## src/rtl/epl_code_pkg.sv

```systemverilog
package epl_code_pkg;

    localparam int ACC_W      = 32;
    localparam int CHIP_COUNT = 1023;
    localparam int ADDR_W     = $clog2(CHIP_COUNT);
    localparam int NUM_CODES  = 32;
    localparam int SEL_W      = $clog2(NUM_CODES);
    localparam int CORR_W     = 16;
    localparam int NUM_REP    = 3;

    // round(1.023e6 / 6.25e6 * 2^32)
    localparam logic [ACC_W-1:0] NOMINAL_INC = 32'd703000247;

    typedef enum logic [1:0] {
        REP_EARLY  = 2'd0,
        REP_PROMPT = 2'd1,
        REP_LATE   = 2'd2
    } replica_e;

    typedef struct packed {
        logic load;   // take start state
        logic half;   // preset accumulator half full on load
        logic run;    // accumulate this cycle
    } dds_ctl_t;

    // Test code table: one chip of each code per word.
    function automatic logic [NUM_CODES-1:0] code_word(input logic [ADDR_W-1:0] a);
        logic [NUM_CODES-1:0] w;
        for (int k = 0; k < NUM_CODES; k++) begin
            w[k] = a[k % ADDR_W] ^ a[(7 * k + 3) % ADDR_W] ^ ((k % 3) == 0);
        end
        return w;
    endfunction

endpackage

```

## src/rtl/epl_pulse_dds.sv

```systemverilog
module epl_pulse_dds
    import epl_code_pkg::*;
#(
    parameter int W = ACC_W
) (
    input  logic         clk,
    input  logic         rst,
    input  dds_ctl_t     ctl,
    input  logic [W-1:0] inc,
    output logic         pulse
);
    localparam logic [W-1:0] HALF = {1'b1, {(W-1){1'b0}}};

    logic [W-1:0] acc;
    logic [W:0]   sum;

    assign sum   = {1'b0, acc} + {1'b0, inc};
    assign pulse = ctl.run & sum[W];

    always_ff @(posedge clk) begin
        if (rst)           acc <= '0;
        else if (ctl.load) acc <= ctl.half ? HALF : '0;
        else if (ctl.run)  acc <= sum[W-1:0];
    end

    AST_ACC_FROZEN: assert property (@(posedge clk) disable iff (rst)
        (!ctl.load && !ctl.run) |=> $stable(acc));

    AST_HALF_PRESET: assert property (@(posedge clk) disable iff (rst)
        (ctl.load && ctl.half) |=> (acc == HALF));

    AST_ACC_ADVANCE: assert property (@(posedge clk) disable iff (rst)
        (ctl.run && !ctl.load) |=> (acc == W'($past(acc) + $past(inc))));
endmodule

```

## src/rtl/epl_chip_counter.sv

```systemverilog
module epl_chip_counter #(
    parameter int AW   = 10,
    parameter int LAST = 1022
) (
    input  logic          clk,
    input  logic          rst,
    input  logic          load,
    input  logic [AW-1:0] offset,
    input  logic          step,
    output logic [AW-1:0] addr
);
    localparam logic [AW-1:0] LAST_V = AW'(LAST);

    always_ff @(posedge clk) begin
        if (rst)       addr <= '0;
        else if (load) addr <= (offset > LAST_V) ? '0 : offset;
        else if (step) addr <= (addr == LAST_V) ? '0 : addr + 1'b1;
    end

    AST_ADDR_RANGE: assert property (@(posedge clk) disable iff (rst)
        addr <= LAST_V);

    AST_ADDR_WRAP: assert property (@(posedge clk) disable iff (rst)
        (step && !load && addr == LAST_V) |=> (addr == '0));

    AST_ADDR_IDLE: assert property (@(posedge clk) disable iff (rst)
        (!step && !load) |=> $stable(addr));
endmodule

```

## src/rtl/epl_code_table.sv

```systemverilog
module epl_code_table
    import epl_code_pkg::*;
(
    input  logic [ADDR_W-1:0] addr,
    input  logic [SEL_W-1:0]  sel,
    output logic              chip
);
    logic [NUM_CODES-1:0] word;

    assign word = code_word(addr);
    assign chip = word[sel];
endmodule

```

## src/rtl/epl_code_gen.sv

```systemverilog
module epl_code_gen
    import epl_code_pkg::*;
(
    input  logic                     clk,
    input  logic                     rst,
    input  logic                     blk_rdy,
    input  logic                     pause,
    input  logic signed [CORR_W-1:0] corr,
    input  logic [SEL_W-1:0]         code_sel,
    input  logic [ADDR_W-1:0]        off_early,
    input  logic [ADDR_W-1:0]        off_prompt,
    input  logic [ADDR_W-1:0]        off_late,
    output logic                     chip_early,
    output logic                     chip_prompt,
    output logic                     chip_late
);
    logic                armed;      // waiting for first block-ready
    logic                load;
    logic [ACC_W-1:0]    inc;
    logic [ADDR_W-1:0]   offs  [NUM_REP];
    logic [NUM_REP-1:0]  pulses;
    logic [NUM_REP-1:0]  chips;

    assign load = armed & blk_rdy;
    assign inc  = NOMINAL_INC + {{(ACC_W-CORR_W){corr[CORR_W-1]}}, corr};

    assign offs[REP_EARLY]  = off_early;
    assign offs[REP_PROMPT] = off_prompt;
    assign offs[REP_LATE]   = off_late;

    always_ff @(posedge clk) begin
        if (rst)       armed <= 1'b1;
        else if (load) armed <= 1'b0;
    end

    for (genvar r = 0; r < NUM_REP; r++) begin : g_rep
        dds_ctl_t          ctl;
        logic [ADDR_W-1:0] addr;

        assign ctl.load = load;
        assign ctl.half = (r != int'(REP_PROMPT));
        assign ctl.run  = !armed && !pause;

        epl_pulse_dds #(.W(ACC_W)) u_dds (
            .clk  (clk),
            .rst  (rst),
            .ctl  (ctl),
            .inc  (inc),
            .pulse(pulses[r])
        );

        epl_chip_counter #(.AW(ADDR_W), .LAST(CHIP_COUNT-1)) u_cnt (
            .clk   (clk),
            .rst   (rst),
            .load  (load),
            .offset(offs[r]),
            .step  (pulses[r]),
            .addr  (addr)
        );

        epl_code_table u_tab (
            .addr(addr),
            .sel (code_sel),
            .chip(chips[r])
        );
    end

    assign chip_early  = chips[REP_EARLY];
    assign chip_prompt = chips[REP_PROMPT];
    assign chip_late   = chips[REP_LATE];

    AST_ARM_CLEAR: assert property (@(posedge clk) disable iff (rst)
        (armed && blk_rdy) |=> !armed);

    AST_ARM_AFTER_RESET: assert property (@(posedge clk) disable iff (rst)
        $past(rst) |-> armed);

    AST_NO_PULSE_WHEN_PAUSED: assert property (@(posedge clk) disable iff (rst)
        (pause || armed) |-> (pulses == '0));

    AST_SINGLE_PULSE: assert property (@(posedge clk) disable iff (rst)
        (pulses[REP_PROMPT] && !load) |=> !pulses[REP_PROMPT]);
endmodule

```

## config.mk

```make
export PLATFORM = sky130hd
export DESIGN_NAME = epl_code_gen
export DESIGN_NICKNAME = d
export VERILOG_FILES = /design/src/rtl/epl_code_pkg.sv /design/src/rtl/epl_pulse_dds.sv /design/src/rtl/epl_chip_counter.sv /design/src/rtl/epl_code_table.sv /design/src/rtl/epl_code_gen.sv
export SDC_FILE = /design/constraint.sdc
export NUM_CORES = 1
export LEC_CHECK = 0
export ABC_CLOCK_PERIOD_IN_PS = 8600
export BUFFER_PORTS_ARGS = -buffer_cell sky130_fd_sc_hd__buf_2
export CAP_MARGIN = 25
export CORE_ASPECT_RATIO = 1.1
export CORE_MARGIN = 2
export CORE_UTILIZATION = 65
export CTS_CLUSTER_SIZE = 24
export DETAILED_ROUTE_END_ITERATION = 12
export PLACE_DENSITY_LB_ADDON = 0.1
export SLEW_MARGIN = 15
export SYNTH_ARGS = -nofsm -noshare
export SYNTH_HDL_FRONTEND = slang
export SYNTH_SLANG_ARGS = --single-unit
```

## constraint.sdc

```tcl
create_clock -name clk -period 8.6 [get_ports clk]
set_input_delay 1.72 -clock clk [delete_from_list [all_inputs] [get_ports clk]]
set_output_delay 1.72 -clock clk [all_outputs]
set_load 0.03 [all_outputs]
```

## After elaboration in Yosys (flattened, before gate mapping)

Cells that the tools add are included.

| word-level totals | value |
|---|---|
| bits in registers | 127 |
| bits in latches | 0 |
| bits in writable memories | 0 |
| memory bits (read-only) | 0 |
| bits of input ports | 55 |
| output and inout bits | 3 |
| word-level logic and storage cells | 111 |
| memories kept | 0 |

| operators by class | value |
|---|---|
| add/sub/neg operators | 7 |
| $mul | 0 |
| divide/modulo/power cells | 0 |
| order comparisons | 4 |
| eq/ne operators | 3 |
| shift-type cells | 0 |
| multiplexer cells | 22 |
| bitwise gates (word level) | 58 |
| reduce and logical (&&, ||, !) cells | 8 |

Operator list:

| kind | number |
|---|---|
| 2-to-1 mux 32 bit | 4 |
| 2-to-1 mux 10 bit | 12 |
| adder 32 x 32 -> 33 bit | 3 |
| adder 31 x 16 -> 32 bit (first input constant) | 1 |
| adder 10 x 1 -> 10 bit (second input constant) | 3 |
| equality test 10 bit (second input constant) | 3 |
| greater-than comparator 10 bit (second input constant) | 3 |
| NOT 1 bit | 27 |
| bitwise XOR 1 bit | 27 |
| binary-select mux 1 bit (select 5 bit) | 3 |
| nonzero test 2 bit | 4 |
| less-than comparator 5 x 6 -> 1 bit (second input constant) | 1 |
| AND 1 bit | 4 |
| 2-to-1 mux 1 bit | 3 |
| logical NOT 1 bit | 2 |
| OR reduction 2 bit | 1 |
| logical AND 1 bit | 1 |

## Depth between registers and ports, before layout

| depth | value |
|---|---|
| word-level depth | 5 |
| gate-level depth with buffers | 20 |
| depth with buffers taken out | 18 |

## Hierarchy

From an unflattened synthesis, not the netlist that was laid out.

| second synthesis, totals | value |
|---|---|
| cells, all modules | 1573 |
| area, all modules | 12635.9 um2 |

Modules (own cells, without submodules):

| module | times used | cells an instance | area an instance (um2) |
|---|---|---|---|
| epl_pulse_dds | 3 | 360 | 2972.9 |
| epl_chip_counter | 3 | 88 | 698.2 |
| epl_code_table | 3 | 55 | 396.6 |
| epl_code_gen | 1 | 64 | 432.9 |

## Worst setup path after synthesis

Ideal clock, no wire load.

| timing | value |
|---|---|
| path type | input port to output port |
| from | input port code_sel[0] |
| to | output port chip_prompt |
| arrival time | 3.707 ns |
| data required time | 6.880 ns |
| path slack | 3.173 ns |
| cell stages on the path | 7 |
| cells stage by stage | clkbuf_1 clkinv_1 clkbuf_1 a31oi_1 o21ai_0 mux4_2 o21ai_0 |

| between the ends | value |
|---|---|
| longest elaborated chain between the ends | 2 |

Ends and longest elaborated chain:

| what | RTL line | RTL |
|---|---|---|
| from (decl) | epl_code_gen.sv:9 | `input logic [SEL_W-1:0] code_sel,` |
| binary-select mux 1 bit (select 5 bit) | epl_code_table.sv:11 | `assign chip = word[sel];` |
| 2-to-1 mux 1 bit (not written as such) | epl_code_table.sv:11 |  |
| to (decl) | epl_code_gen.sv:14 | `output logic chip_prompt,` |

No other way between the ends. The select of a mux whose other input is x is not followed.

## Worst setup path in the final report

| timing | value |
|---|---|
| from | input port code_sel[0] |
| to | output port chip_early |

| between the ends | value |
|---|---|
| longest elaborated chain between the ends | 2 |

Ends and longest elaborated chain:

| what | RTL line | RTL |
|---|---|---|
| binary-select mux 1 bit (select 5 bit) | epl_code_table.sv:11 |  |
| 2-to-1 mux 1 bit (not written as such) | epl_code_table.sv:11 |  |
| to (decl) | epl_code_gen.sv:13 | `output logic chip_early,` |

No other way between the ends. The select of a mux whose other input is x is not followed.

==> run_results.csv <==
group,metric,value,unit
detailed_routing,ant_nets,0,
synth,yosysWarnings,0,
clocking,clkTransAtPathRegs,0.06,ns
detailed_routing,drc,0,
synth,synth_cell_types,77,
clocking,clock_latency,0.43,ns
floorplanning,dieHeight,135,um
floorplanning,initial_core_util,66.6,%
pwr,switching_power,0.000564,W
worst_hold_path,holdPathEnd,"g_rep[0].u_dds.acc[0]$_SDFFE_PP0P_",
timing,fmax,0.175,GHz
timing,worst_slew_pin_slew,0.895,ns
global_routing,grt_pass1_vias,9318,
layout,area_delta_synth_final,9.44,%
synth,ys.flop_type,"dfxtp_1",
layout,layout-drive-gt1-share,9.56,%
pwr,power,0.00184,W
critical_path,worstSetupStartpointType,"primary input",
critical_path,end_kind,"output port",
timing,slew_violations,0,
layout,fillCellCount,1237,
pwr,power.density,167,mW/mm2
critical_path,r2r-end,"g_rep[2].u_cnt.addr[6]$_SDFFE_PP0P_",
timing,fin_crit,5.72,ns
global_routing,antenna_found_initial,0,
clocking,cts_setup_buffers,0,
global_routing,grt_pass1_wl,42700,um
synth,yosysSeqAreaShare,25.2,%
clocking,cts_tree,"yes",
outcome,status,"finished, final reports clean",
layout,fin_nets,1482,
placed_design,port-buffer-count,57,
detailed_routing,post_drt_wl_per_cell,16.3,um
synth,ys_ff_latch,127,
worst_hold_path,worst_hold_path_type,"reg2reg",
critical_path,r2r_slack,5.31,ns
timing,hold_viol_final,0,
placed_design,globalplace.congestion,0.924,
placed_design,place_hpwl,17700,um
pwr,power.share.switching,30.6,%
critical_path,critPathRequiredTime,6.88,ns
pwr,static-leakage-power,4.46,nW
clocking,cts_buffers,17,
layout,layout_common_cells,"nand2_1 (175), nor2_1 (135), a21oi_1 (130)",
critical_path,cp_max_fo,33,
timing,setup_violations,0,
floorplanning,dieArea,0.0165,mm2
synth,synth_area,0.0101,mm2
synth,syn_nets,1472,
global_routing,grtUsageTotal,31.2,%
timing,slew_headroom,40.4,%
layout,final_util,72.9,%
clocking,h-tree-depth,4,
placed_design,place_ws,2.70,ns
flow_run,cap_viol_max_count,0,
timing,skew,0.0108,ns
synth,synth_edf_count,0,
floorplanning,dieWidth,123,um
clocking,cts.sinks,127,
pwr,power.internal,0.00128,W
layout,mostFrequentLayoutCell,"nand2_1",
detailed_routing,viasPerCell,6.39,
worst_hold_path,hold_path.startpoint,"g_rep[0].u_dds.acc[0]$_SDFFE_PP0P_",
clocking,cts.path.max_buffers,2,
global_routing,gr-total-overflow,0,
detailed_routing,dr_total_vias,9999,
floorplanning,design.core.area,0.0151,mm2
synth,netlist_instances,1347,
layout,n_antenna_cell,0,
pwr,peakVddDrop,0.142,mV
clocking,cts_hold_buf,0,
clocking,post_cts_resized,0,
pwr,comb_power_share,22.7,%
timing,whs,0.457,ns
floorplanning,fp-row-count,47,
timing,rsz0062_at_grt,"false",
synth,avgSynthCellArea,7.48,um2
clocking,cts_root_buffer,"clkbuf_16",
pwr,pwr-share-clk,42.3,%
detailed_routing,routed_wl,25500,um
critical_path,rr_startpoint,"g_rep[2].u_dds.acc[0]$_SDFFE_PP0P_",
timing,final.period_utilization,66.5,%
critical_path,worstPathArrival,4.00,ns
detailed_routing,drtIter0Drc,833,
worst_hold_path,whs_path_depth,2,
floorplanning,pin_count,58,
timing,tns,0,ns
global_routing,grt_start_max_net_pins,80,
pwr,power.share.sequential,34.9,%
detailed_routing,firstDrtPassIters,7,
timing,setup_ws,2.88,ns
critical_path,reg2reg_depth,10,
synth,async_reset_ff_share,0,%
critical_path,path_class,"in2out",
critical path, cell delays in order:
cell and delay [ns]:
buf_2 0.42, clkinv_1 0.52, and2_1 0.30, a21oi_1 0.15
mux2_2 0.18, a21oi_1 0.06, mux4_2 0.46, buf_2 0.19
how the worst max path moves through the flow:
stage | startpoint | end | slack, ns
floorplan | code_sel[0] | chip_prompt | 3.17
global route | code_sel[0] | chip_prompt | 2.62
global placement | corr[0] | g_rep[1].u_cnt.addr[6]$_SDFFE_PP0P_ | 2.85
finish | code_sel[0] | chip_early | 2.88
detailed placement | corr[0] | g_rep[1].u_cnt.addr[2]$_SDFFE_PP0P_ | 2.70
CTS | code_sel[0] | chip_early | 2.89
through the flow:
stage / cells / instance area (um2)
after detailed placement: 1534 / 10400
after global placement: 1534 / 10400
after global routing: 1566 / 11000
after floorplan: 1347 / 10100
final: 1566 / 11000
after CTS: 1566 / 11000
flip-flops by register name, summed over array words and instances, names as in the netlist:
signal	count
armed	1
g_rep.u_cnt.addr	30
g_rep.u_dds.acc	96
power groups by stage:
stage	Combinational [W]	Clock, W	Sequential [W]
after global routing	0.000466	0.000811	0.000647
after detailed placement	0.000409	0	0.000655
final	0.000419	0.000780	0.000644
after floorplan	0.000322	0	0.000646
after global placement	0.000402	0	0.000655
after CTS	0.000414	0.000786	0.000643
routing by layer:
layer / global-route usage [%] / part of all wire [%] / vias up
li1: - / - / 4941
met1: 39.2 / 44 / 4707
met2: 54.8 / 49 / 314
met3: 4.86 / 4.9 / 37
met4: 9.00 / 1.5 / 0
met5: 0 / 0 / -
layout make-up:
type	instances	area, um2	area share, %
inverter	29	109	0.988
multi-input combinational	1119	7160	64.9
timing repair buffer	63	330	3.00
sequential	127	2540	23.1
tap	196	245	2.22
clock inverter	12	184	1.67
clock buffer	20	457	4.14
synthesized netlist by cell type, types with 4 or more instances:
cell type	count	area, um2
a211oi_1	32	240
o41ai_1	5	43.8
nand4_1	16	100
buf_1	4	15.0
o21ai_1	7	35.0
a22oi_1	5	37.5
nor4_1	11	68.8
o21a_1	15	113
a32oi_1	4	35.0
ha_1	67	838
a21o_1	29	218
or3_1	15	93.8
a31o_1	6	52.6
a211oi_2	4	50.1
o31a_1	5	43.8
nor2b_1	5	31.3
nand3_1	49	245
mux2_2	4	45.0
o21ai_0	74	370
and3_1	13	81.3
and4_1	4	35.0
o21bai_1	9	67.6
a31o_2	5	43.8
mux2i_1	7	70.1
o31ai_1	14	105
a211o_1	12	105
clkbuf_1	65	244
xnor2_1	46	403
o211ai_1	17	128
and2_1	10	62.6
dfxtp_1	127	2540
o2111ai_1	5	43.8
nor3b_1	4	30.0
a22o_1	11	96.3
nor2_1	137	514
a31oi_1	15	93.8
or2_2	4	25.0
nand2b_1	7	43.8
mux4_2	5	113
nand2_1	175	657
xor2_1	51	447
a21oi_1	130	651
inv_1	28	105
nor3_1	40	200
kinds of logic (layout without fill, tap and decap cells):
group	after synthesis	in the layout	share of synthesized area, %
adder cells (fa/ha/maj)	70	70	8.92
multiplexers	18	18	2.52
XOR/XNOR	97	97	8.43
buffers and inverters	101	124	3.89
AND/OR/NAND/NOR	505	505	23.1
flip-flops	127	127	25.2
AO/OA/AOI/OAI	429	429	27.9
Power figures use the tool's default switching activity.
